File: src/rtl/irqh_pkg.sv
package irqh_pkg;

    localparam int NUM_LVL = 7;
    localparam int LVL_W   = 3;
    localparam int VEC_W   = 8;

    localparam logic [LVL_W-1:0] LVL_AUTO   = 3'd7;
    localparam logic [LVL_W-1:0] LVL_SERIAL = 3'd3;
    localparam logic [LVL_W-1:0] LVL_NONE   = 3'd0;

    typedef enum logic [1:0] {
        ST_IDLE = 2'd0,
        ST_BUS  = 2'd1,
        ST_REL  = 2'd2
    } ack_state_t;

    typedef struct packed {
        logic             valid;
        logic             autovec;
        logic             berr;
        logic [VEC_W-1:0] vec;
    } cpu_resp_t;

    typedef struct packed {
        logic             iack_n;
        logic [LVL_W-1:0] addr;
    } bus_drv_t;

    // Highest set bit index + 1, or 0 when no bit is set.
    function automatic logic [LVL_W-1:0] top_level(input logic [NUM_LVL-1:0] pend);
        logic [LVL_W-1:0] r;
        r = LVL_NONE;
        for (int i = 0; i < NUM_LVL; i++) begin
            if (pend[i]) r = LVL_W'(i + 1);
        end
        return r;
    endfunction

endpackage

File: src/rtl/irqh_sync.sv
module irqh_sync #(
    parameter int          W       = 1,
    parameter logic [W-1:0] RST_VAL = '0
) (
    input  logic         clk,
    input  logic         rst,
    input  logic [W-1:0] d,
    output logic [W-1:0] q
);
    logic [W-1:0] stage1;

    always_ff @(posedge clk) begin
        if (rst) begin
            stage1 <= RST_VAL;
            q      <= RST_VAL;
        end else begin
            stage1 <= d;
            q      <= stage1;
        end
    end
endmodule

File: src/rtl/irqh_prio.sv
module irqh_prio
    import irqh_pkg::*;
(
    input  logic [NUM_LVL-1:0] irq_n_s,
    input  logic [NUM_LVL-1:0] lvl_en,
    input  logic [2:0]         loc_top_s,
    input  logic               serial_s,
    output logic [LVL_W-1:0]   ipl,
    output logic               serial_pend
);
    logic [NUM_LVL-1:0] pend;

    for (genvar g = 0; g < NUM_LVL; g++) begin : g_lvl
        logic local_hit;
        if (g == int'(LVL_AUTO) - 1) begin : g_auto
            assign local_hit = |loc_top_s;
        end else if (g == int'(LVL_SERIAL) - 1) begin : g_ser
            assign local_hit = serial_s;
        end else begin : g_none
            assign local_hit = 1'b0;
        end
        assign pend[g] = (~irq_n_s[g] & lvl_en[g]) | local_hit;
    end

    assign ipl         = top_level(pend);
    assign serial_pend = serial_s;
endmodule

File: src/rtl/irqh_ack_fsm.sv
module irqh_ack_fsm
    import irqh_pkg::*;
#(
    parameter int TMO_CYC = 64
) (
    input  logic             clk,
    input  logic             rst,
    input  logic             ack_req,
    input  logic [LVL_W-1:0] ack_lvl,
    input  logic             serial_pend,
    input  logic [VEC_W-1:0] serial_vec,
    input  logic             dtack_n_s,
    input  logic [VEC_W-1:0] bus_data,
    output bus_drv_t         bus_drv,
    output cpu_resp_t        resp
);
    localparam int CNT_W = $clog2(TMO_CYC + 1);
    localparam logic [CNT_W-1:0] CNT_LAST = CNT_W'(TMO_CYC - 1);

    ack_state_t       state;
    logic [CNT_W-1:0] cnt;

    always_ff @(posedge clk) begin
        if (rst) begin
            state          <= ST_IDLE;
            cnt            <= '0;
            bus_drv.iack_n <= 1'b1;
            bus_drv.addr   <= LVL_NONE;
            resp           <= '0;
        end else begin
            resp.valid   <= 1'b0;
            resp.autovec <= 1'b0;
            resp.berr    <= 1'b0;
            unique case (state)
                ST_IDLE: begin
                    if (ack_req) begin
                        if (ack_lvl == LVL_NONE) begin
                            resp.berr <= 1'b1;
                        end else if (ack_lvl == LVL_AUTO) begin
                            resp.autovec <= 1'b1;
                        end else if (ack_lvl == LVL_SERIAL && serial_pend) begin
                            resp.vec   <= serial_vec;
                            resp.valid <= 1'b1;
                        end else begin
                            state          <= ST_BUS;
                            cnt            <= '0;
                            bus_drv.iack_n <= 1'b0;
                            bus_drv.addr   <= ack_lvl;
                        end
                    end
                end
                ST_BUS: begin
                    if (!dtack_n_s) begin
                        resp.vec       <= bus_data;
                        resp.valid     <= 1'b1;
                        bus_drv.iack_n <= 1'b1;
                        bus_drv.addr   <= LVL_NONE;
                        state          <= ST_REL;
                    end else if (cnt == CNT_LAST) begin
                        resp.berr      <= 1'b1;
                        bus_drv.iack_n <= 1'b1;
                        bus_drv.addr   <= LVL_NONE;
                        state          <= ST_IDLE;
                    end else begin
                        cnt <= cnt + 1'b1;
                    end
                end
                ST_REL: begin
                    if (dtack_n_s) state <= ST_IDLE;
                end
                default: state <= ST_IDLE;
            endcase
        end
    end
endmodule

File: src/rtl/bus_irq_handler.sv
module bus_irq_handler
    import irqh_pkg::*;
#(
    parameter int TMO_CYC = 64
) (
    input  logic         clk,
    input  logic         rst,
    input  logic [6:0]   bus_irq_n,
    input  logic [6:0]   lvl_en,
    input  logic         loc_abort,
    input  logic         loc_acfail,
    input  logic         loc_busclr,
    input  logic         loc_serial,
    input  logic [7:0]   serial_vec,
    input  logic         ack_req,
    input  logic [2:0]   ack_lvl,
    input  logic         bus_dtack_n,
    input  logic [7:0]   bus_data,
    output logic [2:0]   cpu_ipl,
    output logic         bus_iack_n,
    output logic [2:0]   bus_addr,
    output logic [7:0]   cpu_vec,
    output logic         cpu_vec_valid,
    output logic         cpu_autovec,
    output logic         cpu_berr
);
    logic [NUM_LVL-1:0] irq_n_s;
    logic [3:0]         loc_s;
    logic               dtack_n_s;
    logic               serial_pend;
    bus_drv_t           bus_drv;
    cpu_resp_t          resp;

    irqh_sync #(.W(NUM_LVL), .RST_VAL({NUM_LVL{1'b1}})) u_sync_irq (
        .clk(clk), .rst(rst), .d(bus_irq_n), .q(irq_n_s)
    );

    irqh_sync #(.W(4), .RST_VAL(4'b0000)) u_sync_loc (
        .clk(clk), .rst(rst),
        .d({loc_serial, loc_busclr, loc_acfail, loc_abort}),
        .q(loc_s)
    );

    irqh_sync #(.W(1), .RST_VAL(1'b1)) u_sync_dtack (
        .clk(clk), .rst(rst), .d(bus_dtack_n), .q(dtack_n_s)
    );

    irqh_prio u_prio (
        .irq_n_s    (irq_n_s),
        .lvl_en     (lvl_en),
        .loc_top_s  (loc_s[2:0]),
        .serial_s   (loc_s[3]),
        .ipl        (cpu_ipl),
        .serial_pend(serial_pend)
    );

    irqh_ack_fsm #(.TMO_CYC(TMO_CYC)) u_fsm (
        .clk        (clk),
        .rst        (rst),
        .ack_req    (ack_req),
        .ack_lvl    (ack_lvl),
        .serial_pend(serial_pend),
        .serial_vec (serial_vec),
        .dtack_n_s  (dtack_n_s),
        .bus_data   (bus_data),
        .bus_drv    (bus_drv),
        .resp       (resp)
    );

    assign bus_iack_n    = bus_drv.iack_n;
    assign bus_addr      = bus_drv.addr;
    assign cpu_vec       = resp.vec;
    assign cpu_vec_valid = resp.valid;
    assign cpu_autovec   = resp.autovec;
    assign cpu_berr      = resp.berr;
endmodule

File: config.mk
export PLATFORM = sky130hd
export DESIGN_NAME = bus_irq_handler
export DESIGN_NICKNAME = d
export VERILOG_FILES = /design/src/rtl/irqh_pkg.sv /design/src/rtl/irqh_sync.sv /design/src/rtl/irqh_prio.sv /design/src/rtl/irqh_ack_fsm.sv /design/src/rtl/bus_irq_handler.sv
export SDC_FILE = /design/constraint.sdc
export NUM_CORES = 1
export LEC_CHECK = 0
export BUFFER_PORTS_ARGS = -buffer_cell sky130_fd_sc_hd__clkbuf_2
export CAP_MARGIN = 30
export CORE_MARGIN = 2
export CORE_UTILIZATION = 50
export DETAILED_ROUTE_END_ITERATION = 12
export PLACE_DENSITY = 0.79
export SYNTH_ARGS = -nofsm -noshare
export SYNTH_HDL_FRONTEND = slang
export SYNTH_SLANG_ARGS = --single-unit
File: constraint.sdc
create_clock -name clk -period 2.2 [get_ports clk]
set_input_delay 0.11 -clock clk [delete_from_list [all_inputs] [get_ports clk]]
set_output_delay 0.11 -clock clk [all_outputs]
set_load 0.01 [all_outputs]
## Word level (Yosys, flattened, before mapping)

Index checks and enable logic that the tools add are counted.

| storage, ports and cells | value |
|---|---|
| word-level logic and storage cells | 102 |
| output and inout bits | 18 |
| register bits after elaboration | 48 |
| input bits | 41 |

| operators by class | value |
|---|---|
| bitwise logic cells | 18 |
| muxes and demuxes | 44 |
| equal/unequal tests | 15 |
| add/sub/neg operators | 1 |
| reduce and logical (&&, ||, !) cells | 10 |

Operator list:

| cell | count |
|---|---|
| 7-bit 2-to-1 mux | 6 |
| 8-bit 2-to-1 mux | 4 |
| 4-bit 2-to-1 mux | 6 |
| 3-bit 2-to-1 mux | 6 |
| 9-bit one-hot mux with 2 select lines | 1 |
| 6-bit AND reduction | 3 |
| 2-bit 2-to-1 mux | 8 |
| 2-bit inequality test (second input constant) | 8 |
| 7-bit one-hot mux with 2 select lines | 1 |
| 11-bit 2-to-1 mux | 1 |
| 1-bit NOT | 9 |
| 1-bit 2-to-1 mux | 8 |
| 4-bit one-hot mux with 2 select lines | 1 |
| 7-bit by 1-bit adder with 7-bit output (second input constant) | 1 |
| 1-bit bitwise AND | 7 |
| 7-bit by 6-bit equality test with 1-bit output (second input constant) | 1 |
| 7-bit AND reduction | 1 |
| 2-bit one-hot mux with 3 select lines | 1 |
| 4-bit OR reduction | 1 |
| 3-bit by 2-bit equality test with 1-bit output (second input constant) | 1 |
| 3-bit equality test (second input constant) | 1 |
| 3-bit zero test | 1 |
| 3-bit by 2-bit inequality test with 1-bit output (second input constant) | 1 |
| 3-bit OR reduction | 1 |
| 8 further kinds | 9 |

## Longest topological paths before layout

| depth | value |
|---|---|
| word-level depth | 9 |
| gate-level depth with buffers | 7 |
| gate-level depth less buffers | 5 |

## Cells and area by module

From an unflattened synthesis, not the netlist that was laid out.

| second synthesis, totals | value |
|---|---|
| cells, all modules | 208 |
| area total of the unflattened synthesis | 1995.7 um^2 |

By module, submodules not included:

| module | seq. area each (um^2) | times used | cells an instance | area an instance (um^2) |
|---|---|---|---|---|
| irqh_ack_fsm | 480.5 | 1 | 140 | 1223.7 |
| irqh_sync (u_sync_irq) | 280.3 | 1 | 29 | 379.1 |
| irqh_sync (u_sync_loc) | 160.2 | 1 | 16 | 210.2 |
| irqh_prio | 0.0 | 1 | 19 | 130.1 |
| irqh_sync (u_sync_dtack) | 40.0 | 1 | 4 | 52.6 |

## Least setup slack after synthesis

OpenSTA, ideal clock, no wires.

| path | value |
|---|---|
| kind | reg-to-reg |
| start | reg u_fsm.cnt[0] |
| end | reg, netlist name u_fsm.bus_drv[3] |
| required time | 2078 ps |
| slack | 212 ps |
| clock period less this slack | 1988 ps |
| arrival time | 1866 ps |
| setup time | 122 ps |
| cell stages (with the launch flop) | 7 |
| buffers on the path | 1 |
| cell sequence | dfxtp_1 -> ha_1 -> nand3_2 -> o211a_1 -> or4_4 -> buf_6 -> a221o_1 |

| between the ends | value |
|---|---|
| word-level cells in the longest chain between the ends | 3 |

Ends and longest elaborated chain:

| what | RTL line | RTL |
|---|---|---|
| start: declaration | irqh_ack_fsm.sv:21 | `logic [CNT_W-1:0] cnt;` |
| start signal: assignment | irqh_ack_fsm.sv:65 | `cnt <= cnt + 1'b1;` |
| 7-bit by 6-bit equality test with 1-bit output | irqh_ack_fsm.sv:59 | `end else if (cnt == CNT_LAST) begin` |
| 3-bit by 2-bit inequality test with 1-bit output (no source line) | - |  |
| 6-bit AND reduction (no source line) | - |  |

No other way between the ends.
A chain may end at the register's enable or synchronous reset.

## Worst setup path in the final report

| path | value |
|---|---|
| start | reg u_fsm.cnt[0] |
| end | reg, netlist name u_fsm.bus_drv[3] |

| between the ends | value |
|---|---|
| word-level cells in the longest chain between the ends | 3 |

Ends and longest elaborated chain:

| what | RTL line |
|---|---|
| 7-bit by 6-bit equality test with 1-bit output | irqh_ack_fsm.sv:59 |
| 3-bit by 2-bit inequality test with 1-bit output (no source line) | - |
| 6-bit AND reduction (no source line) | - |

No other way between the ends.

==> results by group <==
Critical path
  • Required time of the critical path: 2.39 ns
  • CP Data Arrival Time: 2.22 ns
  • Cell family with most CP delay: simple AND/OR/NAND/NOR gates
  • Crit Path Category: reg -> reg
  • Max stage delay on crit path: 0.55 ns
  • Crit path cell chain: ha_1, nand3_2, o211a_1, or4_4, a221o_1
  • Crit-path slowest cell: or4_4
  • Setup crit start kind: register
  • CP Capture Type: register
  • Flop2flop setup slack: 0.16 ns
  • Crit path max fanout: 8
  • WP buf/inv: 0

Clocking
  • Number of post-CTS setup repair buffers: 0
  • Worst-path clk slew: 0.09 ns
  • CTS tree: yes
  • CTS max path bufs: 2
  • Clk_lat worst skew: 0.30 ns
  • CTS Buf Count: 5
  • Clock Sink Count: 48
  • CTS H-tree depth: 2
  • Root Driver: clkbuf_8

Pwr
  • P per Cell Area: 751 nW/um^2
  • Maximum VDD drop: 720 uV
  • P_leak: 0.00104 uW

Floorplanning
  • Die area: 4320 sq um
  • Chip height: 65.7 um
  • Die Span X: 65.7 um
  • FP Rows: 22
  • Starting Density: 52.0%
  • Placeable Area: 3660 sq um
  • IO Count: 59

Detailed routing
  • Routed len/inst: 11.8 um
  • 1st-iter DRT viols: 34
  • Final wirelength: 3630 um
  • Vias: 1,556
  • Post-route DRC: 0
  • Detail Route Antenna Nets: 0
  • Drt pass-1 iters: 4
  • Vias per cell: 5.05

Synthesis
  • Yosys cell types: 47
  • Asr flop ratio synth: 0%
  • Sequential area share after synthesis: 50.5%
  • Post-synth EDFFs: 0
  • Syn_nets: 236
  • Syn Area/Cell: 9.81 sq um
  • Cells after Synth: 194
  • Cell Area, Synth: 1900 sq um
  • Prevailing post-synth register cell: dfxtp_1
  • Flip-flop and latch count after synthesis: 48
  • Yosys Warn Count: 0

Min path
  • Hold Path Class: in -> reg

Timing
  • Final Setup Violations: 0
  • Total Neg Setup Slack: 0 ns
  • Headroom to the max-slew limit: 55.9%
  • Tcrit/Tclk final: 92.6%
  • Fmax: 491 MHz
  • Min Tclk post-route: 2.04 ns
  • Hold Vio Cnt, Final: 0
  • Max Slew Vio Count: 0
  • Worst slew pin tran: 0.661 ns
  • RSZ-0062 raised after global routing: false
  • Clock Skews: 0.00862 ns
  • Fin worst setup slack: 0.162 ns

Place
  • DP Worst Slack: 0.200 ns
  • Final GP Congestion: 0.761
  • DP HPWL: 2520 um
  • Port bufs: 58

Run status
  • Status: complete, no violations

Global routing
  • Total Routing Usage GR: 18.5%
  • First-pass GRT wire length: 6070 um
  • Total global routing overflow: 0
  • Largest net degree at the start of global routing: 48
  • Vias in the first global route: 1,424
  • Initial antenna violation count: 0

Finish
  • Nets: 301
  • Area delta synth->final: 27.7%
  • Fraction of layout cells with a size suffix above 1: 37.7%
  • ANT cells: 0

Run
  • Max-Cap Viols: 0
[area by class of cell]
type	instances	area, sq um
clock inverters	2	38.8
fillers	288	1230
clock buffers	6	82.6
multi-input cells	126	857
repair buffers	70	400
inverters	8	30.0
well taps	48	60.1
flip-flops and latches	48	961
[sequential cells by signal, summed over array words and instances (netlist names)]
name	flops
u_sync_dtack.q	1
u_sync_loc.stage1	4
u_fsm.bus_drv	4
u_sync_dtack.stage1	1
u_fsm.state	2
u_sync_irq.stage1	7
u_fsm.cnt	7
u_sync_loc.q	4
u_sync_irq.q	7
u_fsm.resp	11
[worst paths after layout]
kind                                        endpoint                 start  cells after the start
worst max-delay path                u_fsm.bus_drv[3]          u_fsm.cnt[0]                      5
worst max register to register      u_fsm.bus_drv[3]          u_fsm.cnt[0]                      5
worst min register to register       u_sync_irq.q[4]  u_sync_irq.stage1[4]                      1
worst min-delay path            u_sync_loc.stage1[0]             loc_abort                      2
[synth_stat cells (5+ instances only)]
cell	n	area (sq um)
a22oi_1	8	60.1
nand2b_1	6	37.5
nor3_1	5	25.0
a211oi_1	8	60.1
clkbuf_1	8	30.0
nand3_1	5	25.0
nor2_1	13	48.8
dfxtp_1	48	961
inv_1	8	30.0
nor2b_1	12	75.1
or2_2	16	100
o211ai_1	5	37.5
[cells in the final DEF, fill, tap and decap left out, types with 2 or more instances in the layout]
cell type,instances
a211oi_1,8
or2_2,16
a21oi_1,2
or3_1,2
nor2b_1,12
mux2i_1,4
o21ai_0,4
o211ai_1,5
nor2_1,13
clkbuf_8,6
inv_1,8
nand3_1,5
or3b_2,3
a22oi_1,8
nand2b_1,6
nand3b_1,2
dfxtp_1,48
o31ai_1,2
clkbuf_2,58
dlygate4sd3_1,8
nand2_1,4
buf_4,4
nand4_1,2
nor3_1,5
[worst register-to-register path: cells and delay by family (launching register included)]
family                   cells  cell delay [ns]
AO/OA/AOI/OAI                2             0.63
adder cells (fa/ha/maj)      1             0.21
flip-flops                   1             0.37
AND/OR/NAND/NOR              2             0.71
[where the power goes]
part	leakage, uW	internal, uW	switching, uW
sequential	0.000394	908	21.6
combinational	0.000589	125	117
clock	0.0000614	371	281
[metal layers]
| layer | part of all wire [%] | track usage, % | vias to the layer above |
|---|---|---|---|
| met5 | 0 | 0 | - |
| met4 | 1.5 | 7.81 | 0 |
| met3 | 7.1 | 6.16 | 5 |
| met2 | 45 | 30.8 | 44 |
| met1 | 47 | 21.6 | 697 |
| li1 | - | - | 810 |
[cells by family after synthesis]
logic type,after synthesis,synth area share [%]
DFF,48,50.5
AOI/OAI and AO/OA,40,16.0
adders and majority gates,1,0.657
xor gates and xnor gates,1,0.460
buffers and inverters,20,4.47
and+or+nand+nor,79,25.2
muxes,5,2.70
[per-stage QoR]
step	cells	hold WS (ns)	util, %	total power [uW]	instance area [sq um]
after floorplan	194	0.214	-	1100	1900
after global routing	308	0.0318	66.4	1910	2430
after detailed placement	292	0.295	60.9	1180	2230
after global placement	292	0.292	60.9	1180	2230
final	308	0.0177	66.4	1820	2430
after CTS	308	0.00822	66.4	1840	2430
[repair_timing]
action	4_1_cts	5_1_grt
endpoints found under the hold margin	8	0
hold buffers	8	0
gates resized for setup	0	0
Note: power is estimated with default switching activity, not from simulation.
